## src/rtl/dma_irq_pkg.sv

```systemverilog
package dma_irq_pkg;
  localparam int REG_W   = 16;
  localparam int NUM_EVT = 13;

  localparam int B_TX_DONE  = 0;
  localparam int B_TX_NOBUF = 1;
  localparam int B_RX_EARLY = 2;
  localparam int B_TX_STOP  = 3;
  localparam int B_TX_JAB   = 4;
  localparam int B_RX_OVF   = 5;
  localparam int B_RX_DONE  = 6;
  localparam int B_RX_NOBUF = 7;
  localparam int B_TX_UNDER = 8;
  localparam int B_RX_STOP  = 9;
  localparam int B_RX_WDOG  = 10;
  localparam int B_TX_EARLY = 11;
  localparam int B_BUS_FAIL = 12;
  localparam int B_NSUM     = 14;
  localparam int B_ASUM     = 15;

  localparam logic [NUM_EVT-1:0] NORM_MASK =
      (NUM_EVT'(1) << B_TX_DONE)  | (NUM_EVT'(1) << B_TX_NOBUF) |
      (NUM_EVT'(1) << B_RX_EARLY) | (NUM_EVT'(1) << B_RX_DONE);
  localparam logic [NUM_EVT-1:0] ABN_MASK = ~NORM_MASK;

  typedef enum logic {
    SEL_STAT = 1'b0,
    SEL_EN   = 1'b1
  } reg_sel_e;
endpackage

```

## src/rtl/dma_irq_status.sv

```systemverilog
module dma_irq_status
  import dma_irq_pkg::*;
(
  input  logic               clk,
  input  logic               rst_ni,
  input  logic [NUM_EVT-1:0] evt_i,
  input  logic [NUM_EVT-1:0] clr_i,
  output logic [NUM_EVT-1:0] stat_o
);
  logic [NUM_EVT-1:0] stat_q, stat_nxt;
  logic               stat_upd;

  always_comb begin
    stat_upd = (|evt_i) | (|clr_i);
    stat_nxt = (stat_q & ~clr_i) | evt_i;
  end

  always_ff @(posedge clk or negedge rst_ni) begin
    if (!rst_ni)       stat_q <= '0;
    else if (stat_upd) stat_q <= stat_nxt;
  end

  assign stat_o = stat_q;

  AST_STICKY_HOLD: assert property (@(posedge clk) disable iff (!rst_ni)
    (|stat_q) |=> ((($past(stat_q) & ~$past(clr_i)) & ~stat_q) == '0));
  AST_CLEAR_ONE: assert property (@(posedge clk) disable iff (!rst_ni)
    (|(clr_i & ~evt_i)) |=> ((stat_q & $past(clr_i & ~evt_i)) == '0));
  AST_SET_WINS: assert property (@(posedge clk) disable iff (!rst_ni)
    (|evt_i) |=> ((stat_q & $past(evt_i)) == $past(evt_i)));
endmodule

```

## src/rtl/dma_irq_enable.sv

```systemverilog
module dma_irq_enable
  import dma_irq_pkg::*;
(
  input  logic             clk,
  input  logic             rst_ni,
  input  logic             wr_i,
  input  logic [REG_W-1:0] wdata_i,
  output logic [REG_W-1:0] en_o
);
  localparam logic [REG_W-1:0] WMASK =
      REG_W'({NUM_EVT{1'b1}}) | (REG_W'(1) << B_NSUM) | (REG_W'(1) << B_ASUM);

  logic [REG_W-1:0] en_q, en_nxt;

  always_comb en_nxt = wdata_i & WMASK;

  always_ff @(posedge clk or negedge rst_ni) begin
    if (!rst_ni)   en_q <= '0;
    else if (wr_i) en_q <= en_nxt;
  end

  assign en_o = en_q;

  AST_EN_STABLE: assert property (@(posedge clk) disable iff (!rst_ni)
    !wr_i |=> $stable(en_o));
endmodule

```

## src/rtl/dma_irq_summary.sv

```systemverilog
module dma_irq_summary
  import dma_irq_pkg::*;
(
  input  logic               clk,
  input  logic               rst_ni,
  input  logic [NUM_EVT-1:0] stat_i,
  input  logic [REG_W-1:0]   en_i,
  input  logic               cnt_irq_i,
  input  logic               pm_irq_i,
  input  logic               ts_irq_i,
  output logic               nsum_o,
  output logic               asum_o,
  output logic               irq_o
);
  logic [NUM_EVT-1:0] masked;
  logic               ext_any, irq_nxt, irq_q;

  for (genvar g = 0; g < NUM_EVT; g++) begin : g_mask
    assign masked[g] = stat_i[g] & en_i[g];
  end

  always_comb begin
    nsum_o  = |(masked & NORM_MASK);
    asum_o  = |(masked & ABN_MASK);
    ext_any = cnt_irq_i | pm_irq_i | ts_irq_i;
    irq_nxt = (nsum_o & en_i[B_NSUM]) | (asum_o & en_i[B_ASUM]) | ext_any;
  end

  always_ff @(posedge clk or negedge rst_ni) begin
    if (!rst_ni) irq_q <= 1'b0;
    else         irq_q <= irq_nxt;
  end

  assign irq_o = irq_q;

  AST_NSUM_SRC: assert property (@(posedge clk) disable iff (!rst_ni)
    nsum_o |-> (|(stat_i & NORM_MASK)));
  AST_ASUM_SRC: assert property (@(posedge clk) disable iff (!rst_ni)
    asum_o |-> (|(stat_i & ABN_MASK)));
  AST_EXT_PASS: assert property (@(posedge clk) disable iff (!rst_ni)
    (cnt_irq_i || pm_irq_i || ts_irq_i) |=> irq_o);
  AST_NO_SPURIOUS: assert property (@(posedge clk) disable iff (!rst_ni)
    (!cnt_irq_i && !pm_irq_i && !ts_irq_i && !nsum_o && !asum_o) |=> !irq_o);
endmodule

```

## src/rtl/dma_irq_agg.sv

```systemverilog
module dma_irq_agg
  import dma_irq_pkg::*;
(
  input  logic               clk,
  input  logic               rst_n,
  input  logic [NUM_EVT-1:0] evt_i,
  input  logic               reg_wr_i,
  input  logic               reg_sel_i,
  input  logic [REG_W-1:0]   reg_wdata_i,
  output logic [REG_W-1:0]   reg_rdata_o,
  input  logic               cnt_irq_i,
  input  logic               pm_irq_i,
  input  logic               ts_irq_i,
  input  logic               wake_evt_i,
  output logic               irq_o,
  output logic               wake_irq_o
);
  logic [1:0]         rst_sync_q;
  logic               rst_in;
  logic [NUM_EVT-1:0] stat, clr_vec;
  logic [REG_W-1:0]   en, rd_stat;
  logic               nsum, asum, wr_en_reg, wake_q;
  reg_sel_e           sel;

  always_ff @(posedge clk or negedge rst_n) begin
    if (!rst_n) rst_sync_q <= 2'b00;
    else        rst_sync_q <= {rst_sync_q[0], 1'b1};
  end
  assign rst_in = rst_sync_q[1];

  always_comb begin
    sel       = reg_sel_e'(reg_sel_i);
    clr_vec   = (reg_wr_i && sel == SEL_STAT) ? reg_wdata_i[NUM_EVT-1:0] : '0;
    wr_en_reg = reg_wr_i && sel == SEL_EN;
  end

  dma_irq_status u_status (
    .clk    (clk),
    .rst_ni (rst_in),
    .evt_i  (evt_i),
    .clr_i  (clr_vec),
    .stat_o (stat)
  );

  dma_irq_enable u_enable (
    .clk     (clk),
    .rst_ni  (rst_in),
    .wr_i    (wr_en_reg),
    .wdata_i (reg_wdata_i),
    .en_o    (en)
  );

  dma_irq_summary u_summary (
    .clk       (clk),
    .rst_ni    (rst_in),
    .stat_i    (stat),
    .en_i      (en),
    .cnt_irq_i (cnt_irq_i),
    .pm_irq_i  (pm_irq_i),
    .ts_irq_i  (ts_irq_i),
    .nsum_o    (nsum),
    .asum_o    (asum),
    .irq_o     (irq_o)
  );

  always_comb begin
    rd_stat                = '0;
    rd_stat[NUM_EVT-1:0]   = stat;
    rd_stat[B_NSUM]        = nsum;
    rd_stat[B_ASUM]        = asum;
    reg_rdata_o            = (sel == SEL_EN) ? en : rd_stat;
  end

  always_ff @(posedge clk or negedge rst_in) begin
    if (!rst_in) wake_q <= 1'b0;
    else         wake_q <= wake_evt_i;
  end
  assign wake_irq_o = wake_q;

  AST_WAKE_SRC: assert property (@(posedge clk) disable iff (!rst_in)
    $rose(wake_irq_o) |-> $past(wake_evt_i));
  AST_WAKE_DROP: assert property (@(posedge clk) disable iff (!rst_in)
    $fell(wake_irq_o) |-> !$past(wake_evt_i));
endmodule

```

## config.mk

```make
export PLATFORM = sky130hd
export DESIGN_NAME = dma_irq_agg
export DESIGN_NICKNAME = d
export VERILOG_FILES = /design/src/rtl/dma_irq_pkg.sv /design/src/rtl/dma_irq_status.sv /design/src/rtl/dma_irq_enable.sv /design/src/rtl/dma_irq_summary.sv /design/src/rtl/dma_irq_agg.sv
export SDC_FILE = /design/constraint.sdc
export NUM_CORES = 1
export LEC_CHECK = 0
export ABC_AREA = 1
export ABC_CLOCK_PERIOD_IN_PS = 1600
export CAP_MARGIN = 40
export CORE_MARGIN = 5
export CORE_UTILIZATION = 45
export DETAILED_ROUTE_END_ITERATION = 7
export PLACE_DENSITY = 0.88
export REMOVE_ABC_BUFFERS = 1
export SLEW_MARGIN = 20
export SYNTH_ARGS = -nofsm -noshare
export SYNTH_HDL_FRONTEND = slang
export SYNTH_SLANG_ARGS = --single-unit
```

## constraint.sdc

```tcl
create_clock -name clk -period 1.6 [get_ports clk]
set_input_delay 0.32 -clock clk [delete_from_list [all_inputs] [get_ports clk]]
set_output_delay 0.32 -clock clk [all_outputs]
set_load 0.1 [all_outputs]
```

# After elaboration in Yosys (flattened, before gate mapping)
# Cells that the tools add are included.
# Widths: inputs -> output; s select.
[totals]
reg_bits = 32
input_bits = 37
out_inout_bits = 18
wordCells = 37
[classes]
mux = 2
bitwise_logic = 24
n_reduce_logical = 6
[ops]
columns = ["op", "count"]
rows = [
  ["$reduce_or 13->1", 2],
  ["$mux 16", 1],
  ["$and 1x1->1", 15],
  ["$and 13x13->13", 1],
  ["$mux 13", 1],
  ["$not 13->13", 1],
  ["$or 13x13->13", 1],
  ["$reduce_or 9->1", 1],
  ["$or 1x1->1", 5],
  ["$reduce_or 4->1", 1],
  ["$logic_and 1x1->1", 2],
  ["$not 1->1", 1],
]

# Longest topological paths before layout
[logic_depth]
word_depth = 6
mapped_depth = 6
ltp_nobuf = 6

# Modules after synthesis
# A second synthesis with hierarchy kept.
[hier_totals]
hier_cells = 251
area_unflattened_um2 = 1756.7
[modules_own_cells]
columns = ["mod", "n_inst", "cells_per_inst", "area_each_um2", "seq_area_each_um2"]
rows = [
  ["dma_irq_enable", 1, 66, 619.3, 375.4],
  ["dma_irq_status", 1, 65, 520.5, 325.3],
  ["dma_irq_agg", 1, 85, 450.4, 75.1],
  ["dma_irq_summary", 1, 35, 166.4, 25.0],
]

# Worst setup path before layout
# OpenSTA, ideal clock, no wires.
[synth_path]
path_type = "register to output"
start = "reg u_enable.en_q[1] (netlist: u_enable.en_o[1])"
end = "out reg_rdata_o[14]"
t_arrival_ns = 2.593
required_time_ns = 1.280
setup_slack_ns = -1.313
path_stages_with_launch = 5
n_path_buf = 0
cell_sequence = "dfrtp_1 -> nand2_1 -> nand2_1 -> nor2_1 -> o21ai_0"
[synth_between]
elab_chain_cells = 3
[synth_lines]
columns = ["element", "line_no", "text"]
rows = [
  ["from (decl)", "dma_irq_enable.sv:13", "logic [REG_W-1:0] en_q, en_nxt;"],
  ["from (signal assigned)", "dma_irq_enable.sv:19", "else if (wr_i) en_q <= en_nxt;"],
  ["$and 1x1->1", "dma_irq_summary.sv:19", "assign masked[g] = stat_i[g] & en_i[g];"],
  ["$reduce_or 4->1", "dma_irq_summary.sv:23", "nsum_o = |(masked & NORM_MASK);"],
  ["$mux 16", "dma_irq_agg.sv:71", "reg_rdata_o = (sel == SEL_EN) ? en : rd_stat;"],
  ["to (decl)", "dma_irq_agg.sv:10", "output logic [REG_W-1:0] reg_rdata_o,"],
]
# Every way passes these cells.

# Worst setup path after layout
[layout_path]
start = "reg u_enable.en_q[11] (netlist: u_enable.en_o[11])"
end = "out reg_rdata_o[15]"
[layout_between]
elab_chain_cells = 3
[layout_lines]
columns = ["element", "line_no", "text"]
rows = [
  ["$and 1x1->1", "dma_irq_summary.sv:19", ""],
  ["$reduce_or 9->1", "dma_irq_summary.sv:24", "asum_o = |(masked & ABN_MASK);"],
  ["$mux 16", "dma_irq_agg.sv:71", ""],
]
# Every way passes these cells.

==> metrics.yaml <==
status:
  outcome: "complete, but fails checks"
  failed_checks: "setup timing"
worst_setup_path:
  critPathLaunch: "u_enable.en_o[11]"
  worst_setup_path_end_kind: "output pin"
  rr_worst_depth: 10
  path_max_fanout: 2
  criticalPathCategory: "register to output pin"
  cp-start-kind: "register"
  critical_path.reg2reg.startpoint: "u_enable.en_o[11]"
  worstReg2RegEnd: "u_summary.irq_o"
  timing.reg2reg.setup_slack_ns: 0.18
  worst-endpoint-required_ns: 1.28
  arrival_ns: 1.39
  endpoint: "reg_rdata_o[15]"
timing:
  final_max_slew_viol_count: 0
  slew-limit-headroom_pct: 60.0
  clock_skew_ns: 0.00640
  finalHoldViolations: 0
  worst_case_setup_margin_in_the_final_layout_ns: -0.113
  grt_setup_unrepaired: "yes"
  finalHoldWorstSlack_ns: 0.144
  setup_total_negative_slack_ns: -0.150
  fin_crit_ns: 1.71
  fmax_ghz: 0.584
  post-route-period-util_pct: 107
  worst_slew_pin_slew_ns: 0.600
  report.final.setup_viol: 2
detailed_routing:
  drc: 0
  drt.antenna.violating_nets: 0
  post_drt_via_cell_ratio: 4.54
  drt_iter0_markers: 55
  routed_wire_length_per_instance_um: 12.1
  drt_first_pass_iters: 4
  via_count: 1438
  wirelength_um: 3840
clock_network:
  clock-root-buffer: "sky130_fd_sc_hd__clkbuf_4"
  htree_num_levels: 2
  cts_buffer_depth: 2
  tritoncts: "done"
  clk_transition_reported_paths_ns: 0.10
  clock_insertion_delay_worst_skew_ns: 0.33
  cts_buffers: 5
  count_of_clock_tree_sinks: 32
final_layout:
  most_common_cell_after_layout_fill_and_taps_aside: "sky130_fd_sc_hd__nand2_1"
  fill_cells: 270
  fin_util_pct: 73.4
  syn2layout_area_growth_pct: 58.6
  nNetsFinal: 307
  post_route_cells_drive_above_1_share_pct: 17.0
  final_cell_mix: "sky130_fd_sc_hd__nand2_1 (88), sky130_fd_sc_hd__clkdlybuf4s50_1 (34), sky130_fd_sc_hd__dfrtp_1 (32), sky130_fd_sc_hd__inv_1 (30), sky130_fd_sc_hd__o21ai_0 (22)"
  diodes: 0
floorplanning:
  die_width_um: 68.3
  floorplan.initialDensity_pct: 46.3
  die_h_um: 68.3
  floorplan_core_area_um2: 3310
  floorplan.rows: 21
  floorplan.die_area_um2: 4670
  ios: 55
placed_design:
  detailed_place_hpwl_um: 2780
  gp_congestion: 0.766
  pre_cts_ws_ns: -0.237
  place.port_buffers: 52
global_route:
  grt_pass1_wl_um: 6420
  grt_antenna_before_repair: 0
  global_route.overflow_total: 0
  grt_pass1_vias: 1464
  pin_count_of_the_biggest_net_entering_global_routing: 18
  track_usage_pct: 18.9
synth:
  syn_avg_cell_area_um2: 7.54
  yosys_warnings: 0
  synth.ff_latch_count: 32
  post_synthesis_cell_area_um2: 1530
  synth_cells: 203
  synth_sequential_area_ratio_pct: 52.3
  post_synth_num_cell_types: 16
power:
  cellPowerDensity_nw_per_um2: 948
  leakage_nw: 1.25
  power.ir.vdd_worst_v: 0.000569
min_path:
  hold_class: "input port to async pin"
job:
  maxCapViolations: 0
[Yosys cell counts (all sizes together)]
cell	number	area (µm²)
nand3	1	5.00
o21ai	27	135
nand2	93	354
inv	31	116
dfrtp	32	801
conb	2	7.51
buf	7	62.6
mux2	1	15.0
clkbuf	1	3.75
a21oi	1	5.00
nor2	7	26.3
[cell type report]
class / instances / area (µm²) / area share, %
timing repair buffer: 68 / 837 / 34.5
sequential: 32 / 801 / 33.0
multi-input combinational: 132 / 556 / 22.9
inverter: 31 / 119 / 4.89
clock buffer: 8 / 58.8 / 2.42
tap: 46 / 57.6 / 2.37
[what timing repair did]
action,in CTS,in global routing
setup endpoints to repair,15,3
pin swaps,1,1
setup buffers,10,1
resized for setup,11,0
endpoints found under the hold margin,0,0
hold buffers,0,0
[through the flow]
stage	instance area [µm²]	power [mW]	cells
after floorplan	1470	1.44	195
after global placement	2290	1.78	301
after detailed placement	2290	1.80	301
after CTS	2450	2.32	319
after global routing	2430	2.42	317
final	2430	2.30	317
[worst max-delay path: stages (launching register included)]
cell	delay (ns)
sky130_fd_sc_hd__dfrtp_1	0.40
sky130_fd_sc_hd__nand2_1	0.07
sky130_fd_sc_hd__nand2_1	0.06
sky130_fd_sc_hd__nor2_1	0.10
sky130_fd_sc_hd__nand3_1	0.09
sky130_fd_sc_hd__nand2_1	0.09
sky130_fd_sc_hd__nand2_2	0.07
sky130_fd_sc_hd__buf_12	0.16
[worst min-delay path by stage]
stage	start	end	slack, ns	depth (start not counted)
floorplan	rst_n	rst_sync_q[0]	0.02	0
global placement	rst_sync_q[1]	wake_irq_o	0.25	0
detailed placement	rst_sync_q[1]	wake_irq_o	0.26	0
CTS	rst_n	rst_sync_q[1]	0.12	1
global route	rst_n	rst_sync_q[1]	0.14	1
finish	rst_n	rst_sync_q[0]	0.14	1
[sequential cells by signal, indices dropped and copies added, names as in the netlist]
signal	count
rst_sync_q	2
u_enable.en_o	15
wake_irq_o	1
u_status.stat_o	13
u_summary.irq_o	1
[routing by layer]
metal | vias up | share of wire [%] | track usage (%)
li1 | 734 | - | -
met1 | 649 | 40 | 20.9
met2 | 45 | 52 | 33.6
met3 | 10 | 5.9 | 5.42
met4 | 0 | 2.2 | 7.94
met5 | - | 0 | 0
[power breakdown]
part / switching (mW) / internal (mW)
combinational: 0.533 / 0.354
clock: 0.264 / 0.217
sequential: 0.0562 / 0.878
[logic make-up after synthesis]
kind of cell           share of synthesized area (%)
buffers and inverters                           11.9
muxes                                          0.980
AOI/OAI and AO/OA                               9.15
DFF                                             52.3
other                                          0.490
and+or+nand+nor                                 25.2
No activity file was read; power rests on OpenSTA's default activity.
